===== config.mk =====
export PLATFORM = sky130hd
export DESIGN_NAME = stagger_pwm_ctrl
export DESIGN_NICKNAME = d
export VERILOG_FILES = /design/src/rtl/spwm_pkg.sv /design/src/rtl/spwm_timebase.sv /design/src/rtl/spwm_regbank.sv /design/src/rtl/spwm_channel.sv /design/src/rtl/stagger_pwm_ctrl.sv
export SDC_FILE = /design/constraint.sdc
export NUM_CORES = 1
export LEC_CHECK = 0
export ABC_AREA = 1
export BUFFER_PORTS_ARGS = -buffer_cell sky130_fd_sc_hd__clkbuf_2
export CORE_ASPECT_RATIO = 0.9
export CORE_MARGIN = 10
export CORE_UTILIZATION = 55
export DETAILED_ROUTE_END_ITERATION = 10
export PLACE_DENSITY = 0.73
export SYNTH_ARGS = -nofsm -noshare
export SYNTH_HDL_FRONTEND = slang
export SYNTH_HIERARCHICAL = 1
export SYNTH_SLANG_ARGS = --single-unit

===== constraint.sdc =====
create_clock -name clk -period 4.8 [get_ports clk]
set_input_delay 0.24 -clock clk [delete_from_list [all_inputs] [get_ports clk]]
set_output_delay 0.24 -clock clk [all_outputs]
set_load 0.01 [all_outputs]

===== src/rtl/spwm_pkg.sv =====
package spwm_pkg;

    localparam int NUM_PORTS = 5;
    localparam int NUM_CH    = NUM_PORTS + 1;
    localparam int STEP_W    = 8;
    localparam int REG_W     = 8;
    localparam int ADDR_W    = 3;

    typedef enum logic [1:0] {
        MODE_OUT,
        MODE_IN,
        MODE_HIZ,
        MODE_PWM
    } port_mode_e;

    // Mode and intensity share one register value.
    function automatic port_mode_e decode_mode(input logic [REG_W-1:0] v);
        if (v == '0)
            return MODE_OUT;
        else if (v == REG_W'(1))
            return MODE_IN;
        else if (v == '1)
            return MODE_HIZ;
        else
            return MODE_PWM;
    endfunction

    // Position of each channel in the staggered start order.
    // Channel index NUM_PORTS is the boost channel.
    function automatic int unsigned stagger_rank(input int unsigned ch);
        case (ch)
            0:       return 0;
            1:       return 3;
            2:       return 1;
            3:       return 2;
            4:       return 4;
            default: return 5;
        endcase
    endfunction

endpackage


===== src/rtl/spwm_timebase.sv =====
module spwm_timebase #(
    parameter int STEP_W = 8
) (
    input  logic              clk,
    input  logic              rst_n,
    input  logic              step_tick,
    output logic [STEP_W-1:0] step_nx,
    output logic              wrap_nx
);

    logic [STEP_W-1:0] step_q;

    // Value the counter takes at the coming edge.
    assign step_nx = step_tick ? step_q + STEP_W'(1) : step_q;
    assign wrap_nx = step_tick && (step_q == '1);

    always_ff @(posedge clk or negedge rst_n) begin
        if (!rst_n)
            step_q <= '0;
        else
            step_q <= step_nx;
    end

    // the counter holds without a tick
    a_r1_hold_without_tick: assert property (
        @(posedge clk) disable iff (!rst_n)
        !step_tick |=> $stable(step_q)
    );

    // the counter steps by one per tick, modulo 2**STEP_W
    a_r1_step_by_one: assert property (
        @(posedge clk) disable iff (!rst_n)
        step_tick |=> (step_q == STEP_W'($past(step_q) + STEP_W'(1)))
    );

endmodule


===== src/rtl/spwm_regbank.sv =====
module spwm_regbank #(
    parameter int REG_W     = 8,
    parameter int NUM_PORTS = 5,
    parameter int ADDR_W    = 3
) (
    input  logic                            clk,
    input  logic                            rst_n,
    input  logic                            wr_en,
    input  logic [ADDR_W-1:0]               wr_addr,
    input  logic [REG_W-1:0]                wr_data,
    input  logic [ADDR_W-1:0]               rd_addr,
    input  logic [NUM_PORTS-1:0]            status_in,
    output logic [REG_W-1:0]                rd_data,
    output logic [NUM_PORTS-1:0][REG_W-1:0] port_sh,
    output logic [REG_W-1:0]                boost_sh,
    output logic                            inphase_sh
);

    localparam logic [ADDR_W-1:0] ADDR_BOOST  = ADDR_W'(NUM_PORTS);
    localparam logic [ADDR_W-1:0] ADDR_CTRL   = ADDR_W'(NUM_PORTS + 1);
    localparam logic [ADDR_W-1:0] ADDR_STATUS = ADDR_W'(NUM_PORTS + 2);

    always_ff @(posedge clk or negedge rst_n) begin
        if (!rst_n) begin
            for (int p = 0; p < NUM_PORTS; p++)
                port_sh[p] <= '1;
            boost_sh   <= '0;
            inphase_sh <= 1'b0;
        end else if (wr_en) begin
            for (int p = 0; p < NUM_PORTS; p++)
                if (wr_addr == ADDR_W'(p))
                    port_sh[p] <= wr_data;
            if (wr_addr == ADDR_BOOST)
                boost_sh <= wr_data;
            if (wr_addr == ADDR_CTRL)
                inphase_sh <= wr_data[0];
            // a write to ADDR_STATUS stores nothing
        end
    end

    always_comb begin
        rd_data = '0;
        if (rd_addr < ADDR_BOOST)
            rd_data = port_sh[rd_addr];
        else if (rd_addr == ADDR_BOOST)
            rd_data = boost_sh;
        else if (rd_addr == ADDR_CTRL)
            rd_data = {{(REG_W-1){1'b0}}, inphase_sh};
        else if (rd_addr == ADDR_STATUS)
            rd_data = {{(REG_W-NUM_PORTS){1'b0}}, status_in};
    end

    // a write to the status address leaves every stored register intact
    a_r9_status_write_ignored: assert property (
        @(posedge clk) disable iff (!rst_n)
        (wr_en && wr_addr == ADDR_STATUS) |=>
            ($stable(port_sh) && $stable(boost_sh) && $stable(inphase_sh))
    );

endmodule


===== src/rtl/spwm_channel.sv =====
module spwm_channel
    import spwm_pkg::*;
#(
    parameter int               STEP_W   = 8,
    parameter int               REG_W    = 8,
    parameter int               NUM_CH   = 6,
    parameter int               CH_IDX   = 0,
    parameter bit               IS_BOOST = 1'b0,
    parameter logic [REG_W-1:0] RST_VAL  = '1
) (
    input  logic              clk,
    input  logic              rst_n,
    input  logic              step_tick,
    input  logic [STEP_W-1:0] step_nx,
    input  logic              inphase_nx,
    input  logic [REG_W-1:0]  shadow_val,
    output logic [REG_W-1:0]  act_val,
    output logic              sink_on
);

    localparam int                STRIDE   = (1 << STEP_W) / NUM_CH;
    localparam logic [STEP_W-1:0] STAG_OFF = STEP_W'(stagger_rank(CH_IDX) * STRIDE);

    typedef enum logic {
        CH_DARK,
        CH_LIT
    } ch_state_e;

    ch_state_e         state_q, state_d;
    logic [REG_W-1:0]  act_q;
    logic [STEP_W-1:0] off_nx;
    logic [STEP_W-1:0] phase_nx;
    logic              load_nx;
    logic [REG_W-1:0]  val_nx;
    logic              pwm_nx;
    logic              lit_nx;

    // Everything below looks at the values after the coming edge.
    assign off_nx   = inphase_nx ? '0 : STAG_OFF;
    assign phase_nx = step_nx - off_nx;
    assign load_nx  = step_tick && (phase_nx == '0);
    assign val_nx   = load_nx ? shadow_val : act_q;
    assign pwm_nx   = IS_BOOST ? 1'b1 : (decode_mode(val_nx) == MODE_PWM);
    assign lit_nx   = pwm_nx && (int'(phase_nx) < int'(val_nx));

    always_ff @(posedge clk or negedge rst_n) begin
        if (!rst_n) begin
            state_q <= CH_DARK;
            act_q   <= RST_VAL;
        end else begin
            state_q <= state_d;
            if (load_nx)
                act_q <= shadow_val;
        end
    end

    // Transition process: LIGHT and DOUSE happen only on a tick.
    always_comb begin
        state_d = state_q;
        if (step_tick) begin
            unique case (state_q)
                CH_DARK: if (lit_nx)  state_d = CH_LIT;   // LIGHT
                CH_LIT:  if (!lit_nx) state_d = CH_DARK;  // DOUSE
                default: state_d = CH_DARK;
            endcase
        end
    end

    // Output process
    always_comb begin
        sink_on = (state_q == CH_LIT);
        act_val = act_q;
    end

    // the active value changes only on a tick edge
    a_r7_reload_on_tick: assert property (
        @(posedge clk) disable iff (!rst_n)
        (act_q != $past(act_q)) |-> $past(step_tick)
    );

    // a lit channel always holds a PWM-class value
    a_r3_lit_only_pwm: assert property (
        @(posedge clk) disable iff (!rst_n)
        sink_on |-> (IS_BOOST || decode_mode(act_q) == MODE_PWM)
    );

    // the window never extends beyond the value
    a_r3_zero_never_lit: assert property (
        @(posedge clk) disable iff (!rst_n)
        (act_q == '0) |-> !sink_on
    );

endmodule


===== src/rtl/stagger_pwm_ctrl.sv =====
module stagger_pwm_ctrl
    import spwm_pkg::*;
(
    input  logic        clk,
    input  logic        rst_n,
    input  logic        step_tick,
    input  logic        cfg_wr_en,
    input  logic [2:0]  cfg_wr_addr,
    input  logic [7:0]  cfg_wr_data,
    input  logic [2:0]  cfg_rd_addr,
    output logic [7:0]  cfg_rd_data,
    input  logic [4:0]  pad_in,
    output logic [4:0]  sink_en,
    output logic [4:0]  drive_low,
    output logic        boost_en,
    output logic        standby
);

    localparam logic [ADDR_W-1:0] ADDR_STATUS = ADDR_W'(NUM_PORTS + 2);

    logic [STEP_W-1:0]               step_nx;
    logic                            wrap_nx;
    logic [NUM_PORTS-1:0][REG_W-1:0] port_sh;
    logic [REG_W-1:0]                boost_sh;
    logic                            inphase_sh;
    logic                            inphase_q;
    logic                            inphase_nx;
    logic [REG_W-1:0]                port_act [NUM_PORTS];
    logic [REG_W-1:0]                boost_act;
    port_mode_e                      port_mode [NUM_PORTS];
    logic [NUM_PORTS-1:0]            port_lit;
    logic [NUM_PORTS-1:0]            input_mask;
    logic [NUM_PORTS-1:0]            status_w;
    logic                            boost_lit;

    spwm_timebase #(
        .STEP_W    (STEP_W)
    ) u_timebase (
        .clk       (clk),
        .rst_n     (rst_n),
        .step_tick (step_tick),
        .step_nx   (step_nx),
        .wrap_nx   (wrap_nx)
    );

    spwm_regbank #(
        .REG_W      (REG_W),
        .NUM_PORTS  (NUM_PORTS),
        .ADDR_W     (ADDR_W)
    ) u_regbank (
        .clk        (clk),
        .rst_n      (rst_n),
        .wr_en      (cfg_wr_en),
        .wr_addr    (cfg_wr_addr),
        .wr_data    (cfg_wr_data),
        .rd_addr    (cfg_rd_addr),
        .status_in  (status_w),
        .rd_data    (cfg_rd_data),
        .port_sh    (port_sh),
        .boost_sh   (boost_sh),
        .inphase_sh (inphase_sh)
    );

    // The phase-alignment choice changes only on a counter wrap.
    assign inphase_nx = wrap_nx ? inphase_sh : inphase_q;

    always_ff @(posedge clk or negedge rst_n) begin
        if (!rst_n)
            inphase_q <= 1'b0;
        else
            inphase_q <= inphase_nx;
    end

    for (genvar p = 0; p < NUM_PORTS; p++) begin : g_port
        spwm_channel #(
            .STEP_W     (STEP_W),
            .REG_W      (REG_W),
            .NUM_CH     (NUM_CH),
            .CH_IDX     (p),
            .IS_BOOST   (1'b0),
            .RST_VAL    ('1)
        ) u_chan (
            .clk        (clk),
            .rst_n      (rst_n),
            .step_tick  (step_tick),
            .step_nx    (step_nx),
            .inphase_nx (inphase_nx),
            .shadow_val (port_sh[p]),
            .act_val    (port_act[p]),
            .sink_on    (port_lit[p])
        );
        assign port_mode[p] = decode_mode(port_act[p]);
    end

    spwm_channel #(
        .STEP_W     (STEP_W),
        .REG_W      (REG_W),
        .NUM_CH     (NUM_CH),
        .CH_IDX     (NUM_PORTS),
        .IS_BOOST   (1'b1),
        .RST_VAL    ('0)
    ) u_boost (
        .clk        (clk),
        .rst_n      (rst_n),
        .step_tick  (step_tick),
        .step_nx    (step_nx),
        .inphase_nx (inphase_nx),
        .shadow_val (boost_sh),
        .act_val    (boost_act),
        .sink_on    (boost_lit)
    );

    // Output process
    always_comb begin
        standby = 1'b1;
        for (int p = 0; p < NUM_PORTS; p++) begin
            unique case (port_mode[p])
                MODE_OUT: begin
                    sink_en[p]    = 1'b0;
                    drive_low[p]  = 1'b1;
                    input_mask[p] = 1'b0;
                end
                MODE_IN: begin
                    sink_en[p]    = 1'b0;
                    drive_low[p]  = 1'b0;
                    input_mask[p] = 1'b1;
                end
                MODE_HIZ: begin
                    sink_en[p]    = 1'b0;
                    drive_low[p]  = 1'b0;
                    input_mask[p] = 1'b0;
                end
                MODE_PWM: begin
                    sink_en[p]    = port_lit[p];
                    drive_low[p]  = 1'b0;
                    input_mask[p] = 1'b0;
                    standby       = 1'b0;
                end
                default: begin
                    sink_en[p]    = 1'b0;
                    drive_low[p]  = 1'b0;
                    input_mask[p] = 1'b0;
                end
            endcase
        end
        status_w = pad_in & input_mask;
        boost_en = boost_lit;
    end

    // standby implies no sink is active
    a_r10_standby_no_sink: assert property (
        @(posedge clk) disable iff (!rst_n)
        standby |-> (sink_en == '0)
    );

    // a port never sinks and drives at once
    a_r2_drive_sink_exclusive: assert property (
        @(posedge clk) disable iff (!rst_n)
        (sink_en & drive_low) == '0
    );

    // reserved status bits read zero
    a_r8_status_upper_zero: assert property (
        @(posedge clk) disable iff (!rst_n)
        (cfg_rd_addr == ADDR_STATUS) |-> (cfg_rd_data[REG_W-1:NUM_PORTS] == '0)
    );

    // a zero boost duty keeps the boost enable off
    a_r6_boost_zero_dark: assert property (
        @(posedge clk) disable iff (!rst_n)
        (boost_act == '0) |-> !boost_en
    );

endmodule


# Word-level counts from Yosys, hierarchy flattened
# Cells that the tools add are included.
dict set report word_totals {
  regBits 112
  inputBits 23
  output_inout_bits 20
  elab_cells 217
}
dict set report op_classes {
  add_sub_neg 6
  magnitude_cmp 8
  eq_ne 50
  mux 75
  bitwise_logic 1
  reduce_logical 56
}
# cell n
set op_table {}
lappend op_table {{8-bit zero test} 16}
lappend op_table {{8-bit 2-to-1 mux} 13}
lappend op_table {{8-bit == test, second input constant} 11}
lappend op_table {{8-bit by 1-bit == test with 1-bit output, second input constant} 10}
lappend op_table {{8-bit < comparator} 6}
lappend op_table {{3-bit OR reduction} 15}
lappend op_table {{2-bit 2-to-1 mux} 20}
lappend op_table {{8-bit subtractor} 5}
lappend op_table {{2-bit == test, second input constant} 15}
lappend op_table {{1-bit case mux with 2 select lines} 15}
lappend op_table {{8-bit binary-select mux with 3-bit select} 1}
lappend op_table {{1-bit 2-to-1 mux} 22}
lappend op_table {{3-bit == test, second input constant} 6}
lappend op_table {{7-bit 2-to-1 mux} 2}
lappend op_table {{2-bit AND reduction} 7}
lappend op_table {{1-bit logical AND} 12}
lappend op_table {{2-bit by 1-bit == test with 1-bit output, second input constant} 5}
lappend op_table {{2-bit zero test} 5}
lappend op_table {{8-bit by 1-bit adder with 8-bit output, second input constant} 1}
lappend op_table {{3-bit by 2-bit == test with 1-bit output, second input constant} 2}
lappend op_table {{6-bit 2-to-1 mux} 1}
lappend op_table {{5-bit bitwise AND} 1}
lappend op_table {{5-bit 2-to-1 mux} 1}
lappend op_table {{3-bit by 4-bit < comparator with 1-bit output, second input constant} 1}
lappend op_table {{3 further kinds} 3}

# Depth between registers and ports, before layout
# Gate-level depths: netlist of run 1.
dict set report depth {
  ltp_word 15
  ltp_mapped 30
  ltp_nobuf 29
}

# Modules after synthesis
# The synthesis of run 1 kept the hierarchy.
# mod instances cells_each area_each_um2
set modules_own_cells {}
lappend modules_own_cells {spwm_regbank 1 317 2389.8}
lappend modules_own_cells {{spwm_channel at g_port[1].u_chan} 1 187 1166.1}
lappend modules_own_cells {{spwm_channel at g_port[2].u_chan} 1 184 1127.3}
lappend modules_own_cells {{spwm_channel at g_port[4].u_chan} 1 167 1058.5}
lappend modules_own_cells {{spwm_channel at g_port[3].u_chan} 1 136 869.6}
lappend modules_own_cells {{spwm_channel at u_boost} 1 135 865.8}
lappend modules_own_cells {{spwm_channel at g_port[0].u_chan} 1 131 829.5}
lappend modules_own_cells {stagger_pwm_ctrl 1 130 586.8}
lappend modules_own_cells {spwm_timebase 1 44 394.1}

# Worst setup path after synthesis of run 1
# Ideal clock, no wire load.
dict set report synth_timing {
  path_kind {flip-flop to flip-flop}
  startpoint {reg u_timebase.step_q[0]}
  endpoint {reg g_port[1].u_chan.state_q}
  setup_time_ns 0.118
  t_arrival_ns 3.766
  slack_ns 0.916
  path_stages_with_launch 25
  path_buffers 1
  cell_sequence {dfrtp_1 > ha_1 > nand2_1 > nor2_4 > and3_1 > mux2_1 > inv_1 > ha_1 > fa_1 > nand4_1 > nor2_2 > nand3_2 > nor2_4 > nand3_4 > buf_6 > nand2_1 > nand2_1 > ha_1 > inv_1 > o21bai_1 > inv_1 > nand2_1 > nand2_1 > nand4_1 > nand2_1}
}
dict set report synth_between {
  elab_chain_cells 15
  word_cells_on_any_way 20
  cone_classes {add/sub (2); order compare (1); eq/ne (4); mux (8); reduce/logical (5)}
}
# item line
set synth_rtl {}
lappend synth_rtl {{from (decl)} spwm_timebase.sv:11} ;# logic [STEP_W-1:0] step_q;
lappend synth_rtl {{from (signal assigned)} spwm_timebase.sv:21} ;# step_q <= step_nx;
lappend synth_rtl {{8-bit == test *} spwm_timebase.sv:15} ;# assign wrap_nx = step_tick && (step_q == '1);
lappend synth_rtl {{1-bit logical AND *} spwm_timebase.sv:15}
lappend synth_rtl {{via wrap_nx} stagger_pwm_ctrl.sv:22} ;# logic wrap_nx;
lappend synth_rtl {{1-bit 2-to-1 mux *} stagger_pwm_ctrl.sv:65} ;# assign inphase_nx = wrap_nx ? inphase_sh : inphase_q;
lappend synth_rtl {{via inphase_nx} stagger_pwm_ctrl.sv:27} ;# logic inphase_nx;
lappend synth_rtl {{7-bit 2-to-1 mux *} spwm_channel.sv:39} ;# assign off_nx = inphase_nx ? '0 : STAG_OFF;
lappend synth_rtl {{8-bit subtractor *} spwm_channel.sv:40} ;# assign phase_nx = step_nx - off_nx;
lappend synth_rtl {{8-bit zero test} spwm_channel.sv:41} ;# assign load_nx = step_tick && (phase_nx == '0);
lappend synth_rtl {{1-bit logical AND} spwm_channel.sv:41}
lappend synth_rtl {{8-bit 2-to-1 mux} spwm_channel.sv:42} ;# assign val_nx = load_nx ? shadow_val : act_q;
lappend synth_rtl {{8-bit == test} spwm_pkg.sv:22} ;# else if (v == '1)
lappend synth_rtl {{1-bit 2-to-1 mux} spwm_pkg.sv:22}
lappend synth_rtl {{2-bit 2-to-1 mux} spwm_pkg.sv:20} ;# else if (v == REG_W'(1))
lappend synth_rtl {{2-bit 2-to-1 mux} spwm_pkg.sv:18} ;# if (v == '0)
lappend synth_rtl {{2-bit == test} spwm_channel.sv:43} ;# assign pwm_nx = IS_BOOST ? 1'b1 : (decode_mode(val_nx) == MODE_PWM);
lappend synth_rtl {{1-bit logical AND *} spwm_channel.sv:44} ;# assign lit_nx = pwm_nx && (int'(phase_nx) < int'(val_nx));
lappend synth_rtl {{1-bit 2-to-1 mux *} {spwm_channel.sv:62, spwm_channel.sv:63}}
lappend synth_rtl {{to (signal assigned)} spwm_channel.sv:51} ;# state_q <= state_d;
lappend synth_rtl {{to (decl)} spwm_channel.sv:29} ;# ch_state_e state_q, state_d;
# The timed path passes the listed nets; every way through them passes the cells marked *.
# A chain may end at the register's enable or synchronous reset.

# Worst setup path after layout of run 1
# Ends and elaborated chain as after synthesis.

==> impl_metrics.tcl, run 1 <==
set metrics [dict create \
    crit_path_max_incr_delay_ps 480 \
    nNetsFinal 1544 \
    layout-drive-gt1-share_pct 18.0 \
    maxSlewHeadroom_pct 56.5 \
    netlist.area_leader.share_pct 22.6 \
    netlist_instances 1431 \
    critPathLaunchType "flip-flop" \
    end_kind "flip-flop" \
    min_to "u_regbank/inphase_sh" \
    wirelength_microns 23700 \
    clk_pin_slew_ps 80 \
    area_growth_pct 6.95 \
    coreArea_sq_um 16700 \
    fin_crit_ps 4210 \
    r2r_cells 26 \
    syn_area_sq_um 9290 \
    dr_total_vias 8771 \
    post_cts_buffers 0 \
    die_h_microns 143 \
    place_hpwl_microns 18400 \
    antenna_found_initial 0 \
    grt_overflow 0 \
    die_w_microns 157 \
    yosysSeqAreaShare_pct 31.3 \
    crit_type "reg2reg" \
    fill_cells 1591 \
    worst_pin_slew_ps 652 \
    clock_path_buffers 2 \
    postSynthAreaPerCell_sq_um 6.49 \
    yosys.area.top_type "dfstp_2" \
    cts-hold-fix-buffers 1 \
    drt_iter0_drc 741 \
    arrival_ps 4460 \
    met2_usage_pct 34.2 \
    critPathMaxFanout 14 \
    ir_drop_mv 0.304 \
    cpMostUsedCell "nand2_1" \
    rsz0062_at_grt "no" \
    crit_slowest_cell "mux2_1" \
    holdCritStartpoint "cfg_wr_addr[0]" \
    setup_viol 0 \
    tritoncts "built" \
    tns_ps 0 \
    routedWlPerCell_microns 14.1 \
    cts-buffers-inserted 9 \
    ys_ff_latch 112 \
    grt_max_degree 44 \
    cp-startpoint "u_timebase/step_q[0]" \
    r2r_setup_slack_ps 590 \
    max_cap_violations 0 \
    grt.busiest_layer "met2" \
    place.gp.congestion 0.936 \
    start_util_pct 55.5 \
    r2r-start "u_timebase/step_q[0]" \
    finalCritPeriodShare_pct 87.8 \
    crit_buf_inv 4 \
    port_buffers 42 \
    netlist_top_cells_area "dfstp_2 (23%), nand2_1 (21%), inv_1 (9.4%)" \
    worstPathRequired_ps 5050 \
    grt_pass1_vias 7786 \
    grt_util_all_layers_pct 21.3 \
    total_power_w 0.00473 \
    htreeDepth 3 \
    io_pins 43 \
    cts_sinks 112 \
    die_area_sq_um 22500 \
    via_per_inst 5.20 \
    timing.rr.end "g_port[1].u_chan/sink_on" \
    synth_edf_count 0 \
    hold_depth 4 \
    async_reset_ff_share_pct 100 \
    power_density_nw_per_um2 476 \
    met3_usage_pct 3.28 \
    maxSlewViolCount 0 \
    clock_skew_ps 10.1 \
    synth_fp_nets 1504 \
    drcViolationCount 0 \
    met1_usage_pct 29.5 \
    yosys_warnings 6 \
    power_leakage_nw 5.33 \
    cp.depth 26 \
    status "finished clean" \
    dr.pass1.iters 7 \
    synth_flop_cell "dfstp_2" \
    grt_pass1_wl_microns 38400 \
    rows 45 \
    finalHoldViolCount 0 \
    cts_resized 0 \
    hp-class "in2reg" \
    synth_cell_types 47 \
    ant_nets 0 \
    cp_top_family "simple AND/OR/NAND/NOR gates" \
    clockRootBuffer "clkbuf_16" \
    insertion_delay_ps 360 \
    antennaDiodeCount 0 \
    max_freq_ghz 0.237 \
]
## layer usage
metal / vias up / part of all wire [%]
met2: 244 / 45
met4: 0 / 1.4
met5: - / 0
met1: 4021 / 46
li1: 4478 / -
met3: 28 / 7.0
## sequential cells by signal (all words and copies together) (netlist names)
signal and cells:
u_boost/sink_on 1, u_boost/act_val 8, u_timebase/step_q 8, u_regbank/boost_sh 8
u_regbank/port_sh 40, g_port.u_chan/act_val 40, u_regbank/inphase_sh 1, g_port.u_chan/sink_on 5
inphase_q 1
## how the worst max path moves through the flow
stage                                           to  slack (ps)
after floorplan           g_port[1].u_chan/sink_on         920
after global placement    g_port[1].u_chan/sink_on         740
after detailed placement  g_port[1].u_chan/sink_on         640
after CTS                 g_port[1].u_chan/sink_on         630
after global routing               u_boost/sink_on         100
final                     g_port[1].u_chan/sink_on         590
## final cells by class
cell class	instances	area (sq um)	area share, %
Sequential cell	112	2900	29.2
Timing Repair Buffer	55	313	3.15
Tap cell	211	264	2.66
Inverter	244	916	9.22
Clock buffer	12	246	2.48
Clock inverter	4	27.5	0.277
Multi-Input combinational cell	1049	5260	53.0
## tightest hold or removal path, cell delays in order
cell and delay, ps:
clkbuf_2 120, nor2_1 70, nand2_1 60, o21ai_0 70
## cells by family (layout without fill, tap and decap cells)
kind of cell	Yosys count	after routing	synth area share, %
buffers and inverters	270	315	12.1
adder cells (fa/ha/maj)	50	50	6.82
AND/OR/NAND/NOR	899	899	43.7
XOR/XNOR	7	7	0.660
multiplexers	2	2	0.242
flip-flops	112	112	31.3
AO/OA/AOI/OAI	91	91	5.25
## layout by cell type (no fill, tap or decap), types with 10 or more instances in the layout
cell type / instances
o21ai_0: 63
buf_4: 13
nand4_1: 31
nor2_1: 128
a21oi_1: 15
dfstp_2: 80
nor2_4: 11
clkbuf_2: 41
ha_1: 49
nor2_2: 10
nand3_1: 88
nand2_1: 525
inv_2: 10
dfrtp_1: 32
nand2_2: 55
inv_1: 232
## power breakdown
group          leakage, nW  internal (W)  switching [W]
Clock                0.137      0.000369       0.000352
Combinational         3.96      0.000945        0.00173
Sequential            1.23       0.00118       0.000155
Total                 5.33       0.00249        0.00224
## cells in the mapped netlist (all sizes together), types with 2 or more instances
cell type and instances:
o21bai 5, nor3 4, clkbuf 2, mux2 2
nor2 150, nand3b 9, a21oi 15, dfrtp 32
nand4 32, inv 242, nand2 583, and2 5
xor2 5, ha 49, or2 10, xnor2 2
buf 24, nor3b 3, dfstp 80, nand3 100
o21ai 69, clkinv 2
## through the flow
stage | hold slack [ps] | setup WS (ps) | instances | utilization, % | area (sq um)
after floorplan | -55.6 | 916 | 1431 | - | 9290
after global placement | 230 | 735 | 1670 | 57.7 | 9650
after detailed placement | 233 | 638 | 1670 | 57.7 | 9650
after CTS | 240 | 627 | 1687 | 59.4 | 9930
after global routing | 304 | 98.3 | 1687 | 59.4 | 9930
final | 243 | 587 | 1687 | 59.4 | 9930
(Power assumes the default switching activity.)
==> run 2, diff against run 1 <==
--- a/config.mk
+++ b/config.mk
@@ -7,7 +7,7 @@
 export LEC_CHECK = 0
 export ABC_AREA = 1
 export BUFFER_PORTS_ARGS = -buffer_cell sky130_fd_sc_hd__clkbuf_2
-export CORE_ASPECT_RATIO = 0.9
+export CORE_ASPECT_RATIO = 2
 export CORE_MARGIN = 10
 export CORE_UTILIZATION = 55
 export DETAILED_ROUTE_END_ITERATION = 10
==> impl_metrics.tcl, run 2 (synthesis gave the netlist of run 1 again) <==
set metrics [dict create \
    grt_overflow 0 \
    maxSlewViolCount 0 \
    max_freq_ghz 0.232 \
    layout_common_cells "nand2_1 (525), inv_1 (231), nor2_1 (128)" \
    p_switching_w 0.00228 \
    finalHoldViolCount 0 \
    status "finished clean" \
    crit_path_max_incr_delay_ps 470 \
    wirelength_microns 26000 \
    via_per_inst 5.27 \
    critPathLaunchType "flip-flop" \
    io_pins 43 \
    coreArea_sq_um 16700 \
    dr.pass1.iters 5 \
    cp-startpoint "u_timebase/step_q[0]" \
    crit_slowest_cell "mux2_1" \
    hp-class "in2reg" \
    clock_path_buffers 2 \
    cts_sinks 112 \
    r2r_cells 26 \
    grt_pass1_vias 8782 \
    fill_cells 1652 \
    rsz0062_at_grt "no" \
    total_power_w 0.00486 \
    power_leakage_nw 5.32 \
    cpMostUsedCell "nand2_1" \
    clkPwrFrac_pct 17.3 \
    p_seq_share_pct 27.7 \
    dr_total_vias 8861 \
    worst_pin_slew_ps 844 \
    mostFrequentLayoutCell "nand2_1" \
    tns_ps 0 \
    die_area_sq_um 22800 \
    worstPathRequired_ps 5060 \
    insertion_delay_ps 370 \
    drt_iter0_drc 489 \
    timing.rr.end "g_port[1].u_chan/sink_on" \
    r2r-start "u_timebase/step_q[0]" \
    place.gp.congestion 0.937 \
    area_growth_pct 7.29 \
    clk_pin_slew_ps 80 \
    max_cap_violations 0 \
    ant_nets 0 \
    routedWlPerCell_microns 15.5 \
    clockRootBuffer "clkbuf_16" \
    rows 67 \
    comb_power_share_pct 55.1 \
    die_h_microns 204 \
    final_cells 1680 \
    grt_pass1_wl_microns 42200 \
    htreeDepth 3 \
    r2r_setup_slack_ps 480 \
    cts-buffers-inserted 9 \
    power_density_nw_per_um2 488 \
    crit_type "reg2reg" \
    dpl.cell_count 1662 \
    antenna_found_initial 1 \
    layout-drive-gt1-share_pct 18.0 \
    tritoncts "built" \
    clock_skew_ps 11.2 \
    finalCritPeriodShare_pct 90.0 \
    grt_max_degree 66 \
    start_util_pct 55.7 \
    drcViolationCount 0 \
    switching_share_pct 47.0 \
    grt_util_all_layers_pct 22.9 \
    nNetsFinal 1540 \
    end_kind "flip-flop" \
    arrival_ps 4580 \
    multiInputGateArea_sq_um 5260 \
    setup_viol 0 \
    ir_drop_mv 0.302 \
    die_w_microns 112 \
    place_hpwl_microns 20500 \
    maxSlewHeadroom_pct 43.8 \
    fin_crit_ps 4320 \
    port_buffers 42 \
    critical_path.endpoint "g_port[1].u_chan/sink_on" \
    p_int_w 0.00258 \
    critPathMaxFanout 14 \
    seq_area_sq_um 2900 \
]
## run 2: cell count changes in the layout (fill, tap and decap cells not counted), sizes merged
cell	previous run	this run
buf	13	9
bufinv	0	1
clkbuf	53	52
clkinvlp	0	1
diode	0	1
inv	244	243
## run 2: area by class of cell
class,instances,share of cell area (%)
multi-input combinational,1049,52.8
clock buffer,11,2.65
sequential,112,29.1
timing repair buffer,51,2.84
clock inverter,5,0.703
tap,207,2.60
inverter,244,9.23
antenna,1,0.0251
## run 2: per-stage QoR
step                      setup WS [ps]  util (%)  hold slack (ps)  cell area, sq um
after global routing               48.9      59.7              257              9960
after global placement              563      57.6              375              9610
after floorplan                     916         -            -55.6              9290
after CTS                           397      59.7              234              9960
after detailed placement            443      57.6              376              9610
final                               481      59.7              247              9960
## run 2: critical path: cells and delay by family (launching register included)
kind	cells	cell delay [ps]
AND/OR/NAND/NOR	16	1720
AO/OA/AOI/OAI	1	130
adder cells (fa/ha/maj)	4	1140
multiplexers	1	470
flip-flops	1	420
buffers and inverters	4	340
## run 2: power groups by stage
stage | Clock [W] | Sequential, W | Combinational, W
after floorplan | 0 | 0.00129 | 0.00206
after global placement | 0 | 0.00135 | 0.00259
after detailed placement | 0 | 0.00136 | 0.00266
after CTS | 0.000854 | 0.00135 | 0.00268
after global routing | 0.000892 | 0.00137 | 0.00309
final | 0.000840 | 0.00135 | 0.00268
## run 2: timing repair
item,4_1_cts,5_1_grt
endpoints found under the setup margin,0,1
gates resized for setup,0,1
setup buffers,0,0
hold endpoints to repair,20,0
hold buffers,1,0
## run 2: metal layers
layer	GRT usage, %	up-vias	part of all wire, %
met3	2.68	91	3.5
li1	-	4467	-
met5	0	-	0
met1	22.7	4089	37
met4	15.8	0	6.6
met2	42.9	214	53
## run 2: how the worst min path moves through the flow
stage,startpoint,end,slack (ps),cells past startpoint
finish,cfg_wr_addr[0],u_regbank/inphase_sh,250,4
global route,cfg_wr_addr[0],u_regbank/inphase_sh,260,4
CTS,cfg_wr_addr[0],u_regbank/inphase_sh,230,4
detailed placement,rst_n,u_boost/act_val[1],380,1
global placement,rst_n,u_boost/act_val[1],370,1
floorplan,rst_n,g_port[0].u_chan/sink_on,-60,0
